## src/rtl/irq_hub_pkg.sv

```systemverilog
// Package: address map constants and address helpers shared by the
// interrupt hub, its checker and its bench. Assumes 24-bit byte addresses
// and 32-bit data words.
package irq_hub_pkg;
    localparam int ADDR_W     = 24;
    localparam int DATA_W     = 32;
    localparam int PEND_BASE  = 32'h0000_1000;
    localparam int EN_BASE    = 32'h0000_2100;
    localparam int EN_STRIDE  = 32'h0000_0100;
    localparam int THR_BASE   = 32'h0020_2000;
    localparam int THR_STRIDE = 32'h0000_2000;
    localparam int CLAIM_OFS  = 8;

    function automatic logic [ADDR_W-1:0] prio_addr(input int id);
        return ADDR_W'(4 * id);
    endfunction

    function automatic logic [ADDR_W-1:0] pend_addr(input int w);
        return ADDR_W'(PEND_BASE + 4 * w);
    endfunction

    function automatic logic [ADDR_W-1:0] en_addr(input int c, input int w);
        return ADDR_W'(EN_BASE + EN_STRIDE * c + 4 * w);
    endfunction

    function automatic logic [ADDR_W-1:0] thr_addr(input int c);
        return ADDR_W'(THR_BASE + THR_STRIDE * c);
    endfunction

    function automatic logic [ADDR_W-1:0] claim_addr(input int c);
        return ADDR_W'(THR_BASE + THR_STRIDE * c + CLAIM_OFS);
    endfunction
endpackage

```

## src/rtl/irq_gateway.sv

```systemverilog
// Edge gateway for one interrupt source. It records a request on a rising
// edge of the line, holds it as pending until a claim, then blocks further
// requests until completion. Edges that arrive while pending or in service
// are dropped. Assumes the line is synchronous to clk.
module irq_gateway (
    input  logic clk,
    input  logic rst_n,
    input  logic line,
    input  logic claim,
    input  logic complete,
    output logic pend,
    output logic insvc
);
    logic line_d;

    // Line history, pending flag and in-service flag.
    always_ff @(posedge clk) begin
        if (!rst_n) begin
            line_d <= 1'b0;
            pend   <= 1'b0;
            insvc  <= 1'b0;
        end else begin
            line_d <= line;
            if (claim) begin
                pend  <= 1'b0;
                insvc <= 1'b1;
            end else begin
                if (complete)
                    insvc <= 1'b0;
                if (line && !line_d && !insvc)
                    pend <= 1'b1;
            end
        end
    end
endmodule

```

## src/rtl/irq_target.sv

```systemverilog
// Target selection for one context. It picks the pending, enabled source
// whose priority is above the threshold and highest of all, with the lower
// ID winning ties, and raises irq when one exists. Assumes that slot 0 of
// every vector is zero.
module irq_target #(
    parameter int NUM_SRC = 48,
    parameter int PRIO_W  = 3,
    parameter int ID_W    = 6
) (
    input  logic [NUM_SRC-1:0]        pend,
    input  logic [NUM_SRC-1:0]        en,
    input  logic [NUM_SRC*PRIO_W-1:0] prio_flat,
    input  logic [PRIO_W-1:0]         thr,
    output logic [ID_W-1:0]           best_id,
    output logic                      irq
);
    logic [PRIO_W-1:0] best_p;
    logic [PRIO_W-1:0] p;

    // Linear scan for the winning source. The strict compare keeps the lowest ID on a tie.
    always_comb begin
        best_p  = '0;
        best_id = '0;
        p       = '0;
        for (int i = 0; i < NUM_SRC; i++) begin
            p = prio_flat[i*PRIO_W +: PRIO_W];
            if (pend[i] && en[i] && (p > thr) && (p > best_p)) begin
                best_p  = p;
                best_id = ID_W'(i);
            end
        end
    end

    // Output request whenever a winner exists.
    always_comb irq = (best_id != '0);
endmodule

```

## src/rtl/irq_hub.sv

```systemverilog
// Interrupt hub top level. It holds the per-source priorities, the
// per-context enables and thresholds, one gateway per source and one
// target per context, and decodes a single-cycle register bus. Reads are
// registered, and a read of a claim register takes the current winner.
// Assumes NUM_SRC <= 96 (three pending words) and synchronous request lines.
module irq_hub
    import irq_hub_pkg::*;
#(
    parameter int NUM_SRC = 48,
    parameter int NUM_CTX = 2,
    parameter int PRIO_W  = 3
) (
    input  logic                 clk,
    input  logic                 rst_n,
    input  logic [NUM_SRC-1:1]   src_lines,
    input  logic                 bus_valid,
    input  logic                 bus_write,
    input  logic [ADDR_W-1:0]    bus_addr,
    input  logic [DATA_W-1:0]    bus_wdata,
    output logic [DATA_W-1:0]    bus_rdata,
    output logic [NUM_CTX-1:0]   irq
);
    localparam int ID_W   = $clog2(NUM_SRC);
    localparam int NWORDS = (NUM_SRC + 31) / 32;

    logic [PRIO_W-1:0]        prio_q [NUM_SRC];
    logic [NUM_SRC-1:1]       en_q   [NUM_CTX];
    logic [PRIO_W-1:0]        thr_q  [NUM_CTX];
    logic [NUM_SRC-1:0]       pend_vec;
    logic [NUM_SRC-1:0]       insvc_vec;
    logic [NUM_SRC-1:1]       claim_vec;
    logic [NUM_SRC-1:1]       complete_vec;
    logic [NUM_SRC*PRIO_W-1:0] prio_flat;
    logic [ID_W-1:0]          best_id [NUM_CTX];
    logic [DATA_W-1:0]        rd_next;
    logic                     rd_req;
    logic                     wr_req;

    assign rd_req = bus_valid && !bus_write;
    assign wr_req = bus_valid &&  bus_write;

    // ID 0 has no gateway.
    assign pend_vec[0]  = 1'b0;
    assign insvc_vec[0] = 1'b0;

    // One gateway per real source.
    for (genvar g = 1; g < NUM_SRC; g++) begin : g_gw
        irq_gateway u_gw (
            .clk      (clk),
            .rst_n    (rst_n),
            .line     (src_lines[g]),
            .claim    (claim_vec[g]),
            .complete (complete_vec[g]),
            .pend     (pend_vec[g]),
            .insvc    (insvc_vec[g])
        );
    end

    // Flatten priorities for the targets. Slot 0 always holds zero.
    always_comb begin
        for (int i = 0; i < NUM_SRC; i++)
            prio_flat[i*PRIO_W +: PRIO_W] = prio_q[i];
    end

    // One target per context.
    for (genvar c = 0; c < NUM_CTX; c++) begin : g_tgt
        irq_target #(
            .NUM_SRC (NUM_SRC),
            .PRIO_W  (PRIO_W),
            .ID_W    (ID_W)
        ) u_tgt (
            .pend      (pend_vec),
            .en        ({en_q[c], 1'b0}),
            .prio_flat (prio_flat),
            .thr       (thr_q[c]),
            .best_id   (best_id[c]),
            .irq       (irq[c])
        );
    end

    // Claim strobes: a claim read takes the winner of its context.
    always_comb begin
        claim_vec = '0;
        for (int c = 0; c < NUM_CTX; c++) begin
            if (rd_req && bus_addr == claim_addr(c)) begin
                for (int i = 1; i < NUM_SRC; i++)
                    if (best_id[c] == ID_W'(i))
                        claim_vec[i] = 1'b1;
            end
        end
    end

    // Complete strobes: the written ID releases its gateway.
    always_comb begin
        complete_vec = '0;
        for (int c = 0; c < NUM_CTX; c++) begin
            if (wr_req && bus_addr == claim_addr(c)) begin
                for (int i = 1; i < NUM_SRC; i++)
                    if (bus_wdata == DATA_W'(i))
                        complete_vec[i] = 1'b1;
            end
        end
    end

    // Priority registers. Slot 0 stays zero.
    always_ff @(posedge clk) begin
        if (!rst_n) begin
            for (int i = 0; i < NUM_SRC; i++)
                prio_q[i] <= '0;
        end else if (wr_req) begin
            for (int i = 1; i < NUM_SRC; i++)
                if (bus_addr == prio_addr(i))
                    prio_q[i] <= bus_wdata[PRIO_W-1:0];
        end
    end

    // Enable bits and thresholds per context.
    always_ff @(posedge clk) begin
        if (!rst_n) begin
            for (int c = 0; c < NUM_CTX; c++) begin
                en_q[c]  <= '0;
                thr_q[c] <= '0;
            end
        end else if (wr_req) begin
            for (int c = 0; c < NUM_CTX; c++) begin
                for (int i = 1; i < NUM_SRC; i++)
                    if (bus_addr == en_addr(c, i / 32))
                        en_q[c][i] <= bus_wdata[i % 32];
                if (bus_addr == thr_addr(c))
                    thr_q[c] <= bus_wdata[PRIO_W-1:0];
            end
        end
    end

    // Read data selection.
    always_comb begin
        rd_next = '0;
        for (int i = 1; i < NUM_SRC; i++)
            if (bus_addr == prio_addr(i))
                rd_next = DATA_W'(prio_q[i]);
        for (int i = 1; i < NUM_SRC; i++)
            if (bus_addr == pend_addr(i / 32))
                rd_next[i % 32] = pend_vec[i];
        for (int c = 0; c < NUM_CTX; c++) begin
            for (int i = 1; i < NUM_SRC; i++)
                if (bus_addr == en_addr(c, i / 32))
                    rd_next[i % 32] = en_q[c][i];
            if (bus_addr == thr_addr(c))
                rd_next = DATA_W'(thr_q[c]);
            if (bus_addr == claim_addr(c))
                rd_next = DATA_W'(best_id[c]);
        end
    end

    // Registered read data, updated only on an accepted read.
    always_ff @(posedge clk) begin
        if (!rst_n)
            bus_rdata <= '0;
        else if (rd_req)
            bus_rdata <= rd_next;
    end

    initial begin
        if (NUM_SRC > 32 * 3 || NWORDS > 3)
            $error("irq_hub: NUM_SRC exceeds three pending words");
    end
endmodule

```

## config.mk

```make
export PLATFORM = sky130hd
export DESIGN_NAME = irq_hub
export DESIGN_NICKNAME = d
export VERILOG_FILES = /design/src/rtl/irq_hub_pkg.sv /design/src/rtl/irq_gateway.sv /design/src/rtl/irq_target.sv /design/src/rtl/irq_hub.sv
export SDC_FILE = /design/constraint.sdc
export NUM_CORES = 2
export LEC_CHECK = 0
export BUFFER_PORTS_ARGS = -buffer_cell sky130_fd_sc_hd__buf_2
export CAP_MARGIN = 20
export CORE_AREA = 2 2 280 282
export CTS_BUF_LIST = sky130_fd_sc_hd__clkbuf_4
export CTS_CLUSTER_SIZE = 8
export DETAILED_ROUTE_END_ITERATION = 8
export DIE_AREA = 0 0 282 284
export MAX_ROUTING_LAYER = met4
export PLACE_DENSITY = 0.67
export SLEW_MARGIN = 20
export SYNTH_ARGS = -nofsm -noshare
export SYNTH_HDL_FRONTEND = slang
export SYNTH_SLANG_ARGS = --single-unit
```

## constraint.sdc

```tcl
create_clock -name clk -period 102.5 [get_ports clk]
set_input_delay 20.5 -clock clk [delete_from_list [all_inputs] [get_ports clk]]
set_output_delay 20.5 -clock clk [all_outputs]
set_load 0.05 [all_outputs]
```

==> results.py <==
metrics = {
    "outcome": {
        "outcome": "finished, violations left",
        "failed_checks": "DRC",
    },
    "sta": {
        "final.setup.tns_ns": 0,
        "timing.clock.skew_ns": 0.0887,
        "rsz0062_at_grt": "false",
        "hold_vio_cnt_final": 0,
        "timing.final.setup_violations": 0,
        "period_minus_slack_ns": 96.15,
        "slew_viol_final": 0,
        "worst_slew_pin_slew_ns": 1.10,
        "postLayoutSetupSlackWorst_ns": 6.35,
        "slew-limit-headroom": 0.262,
        "max_freq_mhz": 10.4,
        "min_period_over_period": 0.938,
    },
    "worst_setup_path": {
        "reg2regPathDepth": 351,
        "worst-endpoint-arrival_ns": 75.65,
        "r2r_slack_ns": 27.64,
        "crit_path_end": "irq[1]",
        "cp_data_required_time_ns": 82.00,
        "critical_path.endpoint_type": "output pin",
        "criticalPathCategory": "register to output pin",
        "worstPathMaxFanout": 23,
        "timing.critical_path.mode_cell": "ha_1",
        "type_of_origin_of_the_critical_path": "register",
        "worst_r2r_startpoint": "thr_q[0][4]",
        "r2r-end": "g_gw[35].u_gw.pend",
        "cp_slowest_cell": "or4_1",
        "crit_start": "thr_q[0][4]",
        "maximum_single_stage_delay_on_the_critical_path_ns": 0.69,
    },
    "clock_tree": {
        "number_of_clock_sinks_seen_by_cts": 414,
        "post_cts.resized_instances": 0,
        "cts_max_level": 3,
        "tritoncts_clock_tree": "yes",
        "cts-buffers-inserted": 105,
        "cts.root.buffer_cell": "clkbuf_4",
        "cts-hold-fix-buffers": 0,
        "clkSlewWorstSetupHoldPaths_ns": 0.07,
        "cts_post_setup_buffers_inserted": 0,
        "cts-root-to-sink-buffers": 3,
        "clock_insertion_delay_worst_skew_ns": 0.96,
    },
    "layout": {
        "finish.instance_area_mm2": 0.0414,
        "finish.net_count": 5322,
        "drive_above_1_share": 0.115,
        "syn2layout_area_growth_pct": 8.44,
    },
    "place": {
        "dpl_cell_area_mm2": 0.0400,
        "dp_slack_ns": 7.95,
        "io_buffer_count": 140,
        "dp_hpwl_um": 119000,
        "routabilityCongestion": 1.05,
    },
    "floorplan": {
        "io_pins": 141,
        "die_area_mm2": 0.0801,
        "die_w_um": 282,
        "num_rows": 102,
        "core_area_mm2": 0.0770,
        "die_h_um": 284,
        "initial_core_util": 0.496,
    },
    "synth": {
        "synth_largest_type_area_fraction": 0.190,
        "synth_enable_flop_cells": 241,
        "yosysUniqueCellTypes": 129,
        "syn_avg_cell_area_um2": 8.25,
        "netlist_area_mm2": 0.0382,
        "synth.yosys.seq_area_share": 0.280,
        "syn-num-nets": 5165,
        "synth_area_leaders": "edfxtp_1 (19%), ha_1 (14%), dfxtp_1 (9.1%)",
        "synth.ff_latch_count": 414,
        "ys.warnings.count": 0,
        "synthFlopType": "edfxtp_1",
        "count_of_mapped_cells_out_of_synthesis": 4624,
        "synthDominantAreaCellType": "edfxtp_1",
        "synth_async_sr_flop_share": 0,
    },
    "grt": {
        "initial_antenna_violation_count": 7,
        "pin_count_of_the_biggest_net_entering_global_routing": 147,
        "first_global_vias": 35900,
        "grt_remaining_overflow": 0,
        "grt_first_pass_wirelength_um": 224000,
        "gr-usage-all-layers": 0.381,
    },
    "drt": {
        "drt.antenna.violating_nets": 0,
        "vias": 39000,
        "initialDrtViolationCount": 5077,
        "wl_met3_um": 17600,
        "vias_per_cell": 6.60,
        "wl_met2_um": 65300,
        "met1Wirelength_um": 58600,
        "first_drt_pass_iteration_count": 9,
        "route.final.wire_length_um": 152000,
        "routed_wire_length_per_instance_um": 25.8,
        "top_layer": "met4",
        "remaining_drc_errors": 10,
    },
    "power_and_ir_drop": {
        "power.ir.vdd_worst_uv": 19.4,
        "static-leakage-power_nw": 16.6,
        "power.density_cell_area_mw_per_mm2": 17.1,
    },
    "hold_path": {
        "timing.hold.worst.class": "register to register",
    },
    "flow_run": {
        "max_cap_violations": 0,
    },
}
flip-flops by register name, summed over array words and instances, names as in the netlist:
signal,flops
g_gw.u_gw.pend,47
thr_q,6
bus_rdata,32
g_gw.u_gw.line_d,47
g_gw.u_gw.insvc,47
prio_q,141
en_q,94
kinds of logic (layout without fill, tap and decap cells):
| group | count (synthesis) | count (layout) | synth area share |
|---|---|---|---|
| AOI/OAI and AO/OA | 1451 | 1451 | 0.261 |
| xor gates and xnor gates | 17 | 17 | 0.00390 |
| adders and majority gates | 482 | 482 | 0.155 |
| buffers and inverters | 428 | 655 | 0.0446 |
| DFF | 414 | 414 | 0.280 |
| muxes | 125 | 125 | 0.0358 |
| other | 0 | 11 | 0 |
| and+or+nand+nor | 1707 | 1707 | 0.219 |
how the worst min path moves through the flow:
| stage | startpoint | end | slack [ns] | depth (start not counted) |
|---|---|---|---|---|
| after floorplan | g_gw[35].u_gw.insvc | g_gw[35].u_gw.insvc | 0.45 | 2 |
| after global placement | bus_rdata[6] | bus_rdata[6] | 0.46 | 2 |
| after detailed placement | g_gw[39].u_gw.insvc | g_gw[39].u_gw.insvc | 0.47 | 2 |
| after CTS | g_gw[35].u_gw.insvc | g_gw[35].u_gw.insvc | 0.48 | 2 |
| after global routing | g_gw[44].u_gw.insvc | g_gw[44].u_gw.insvc | 0.50 | 2 |
| final | bus_rdata[31] | bus_rdata[31] | 0.48 | 2 |
critical path: cells and delay by family (launching register included):
kind / cells / cell delay, ns
fa+ha+maj: 49 / 13.38
buf+inv: 31 / 3.44
compound gates: 124 / 28.67
mux: 32 / 10.30
flops: 1 / 0.41
simple gates: 115 / 18.37
synth_stat cells (25+ instances only):
| cell type | n |
|---|---|
| a31oi_1 | 50 |
| a221oi_1 | 32 |
| mux2i_1 | 35 |
| a311oi_1 | 65 |
| maj3_1 | 47 |
| o31ai_1 | 28 |
| dfxtp_1 | 173 |
| edfxtp_1 | 241 |
| inv_1 | 277 |
| nor2b_1 | 71 |
| mux2_2 | 86 |
| and2_1 | 209 |
| nand4_1 | 25 |
| ha_1 | 434 |
| a22oi_1 | 56 |
| a211oi_1 | 34 |
| a21boi_0 | 34 |
| o21ai_0 | 305 |
| nand3_1 | 156 |
| nor3b_1 | 53 |
| a21o_1 | 90 |
| nor2_1 | 414 |
| nor3_1 | 98 |
| nand2b_1 | 26 |
| or3_1 | 29 |
| nand2_1 | 479 |
| clkbuf_1 | 105 |
| o21a_1 | 73 |
| and3_1 | 44 |
| a21oi_1 | 313 |
| o211ai_1 | 61 |
layout by cell type (no fill, tap or decap), types with 47 or more instances in the layout:
cell type  count
clkbuf_4     146
edfxtp_1     241
and2_1       209
nand3_1      156
a22oi_1       56
nor2b_1       71
o211ai_1      61
a21o_1        90
nor3_1        96
nand2_1      479
a21oi_1      313
nor3b_1       53
o21ai_0      303
buf_4         55
buf_2        141
dfxtp_1      173
o21a_1        73
mux2_2        86
a31oi_1       50
ha_1         434
maj3_1        47
inv_1        273
a311oi_1      65
nor2_1       409
through the flow:
| stage | hold WS (ns) | cells | utilization | power (mW) |
|---|---|---|---|---|
| floorplan | 0.451 | 4624 | - | 0.448 |
| CTS | 0.481 | 5890 | 0.537 | 0.696 |
| global placement | 0.464 | 5712 | 0.520 | 0.545 |
| detailed placement | 0.469 | 5713 | 0.520 | 0.550 |
| global route | 0.504 | 5897 | 0.538 | 0.748 |
| finish | 0.481 | 5902 | 0.538 | 0.707 |
area by class of cell:
type | instances | area [µm²]
Antenna cell | 11 | 27.5
Clock buffer | 146 | 1100
Clock inverter | 31 | 248
Fill cell | 7325 | 35600
Inverter | 281 | 1050
Multi-Input combinational cell | 3782 | 25800
Sequential cell | 414 | 10700
Tap cell | 1040 | 1300
Timing Repair Buffer | 197 | 1140
routing by layer:
layer,up-vias,track usage
met3,543,0.0844
met2,2350,0.569
met5,-,-
met4,0,0.213
met1,18300,0.473
li1,17800,-
power breakdown:
group / leakage [nW] / internal [mW] / switching (mW)
Combinational: 12.1 / 0.132 / 0.227
Sequential: 3.71 / 0.184 / 0.0163
Clock: 0.791 / 0.0720 / 0.0760
Total: 16.6 / 0.388 / 0.319
Note: power is estimated with default switching activity, not from simulation.
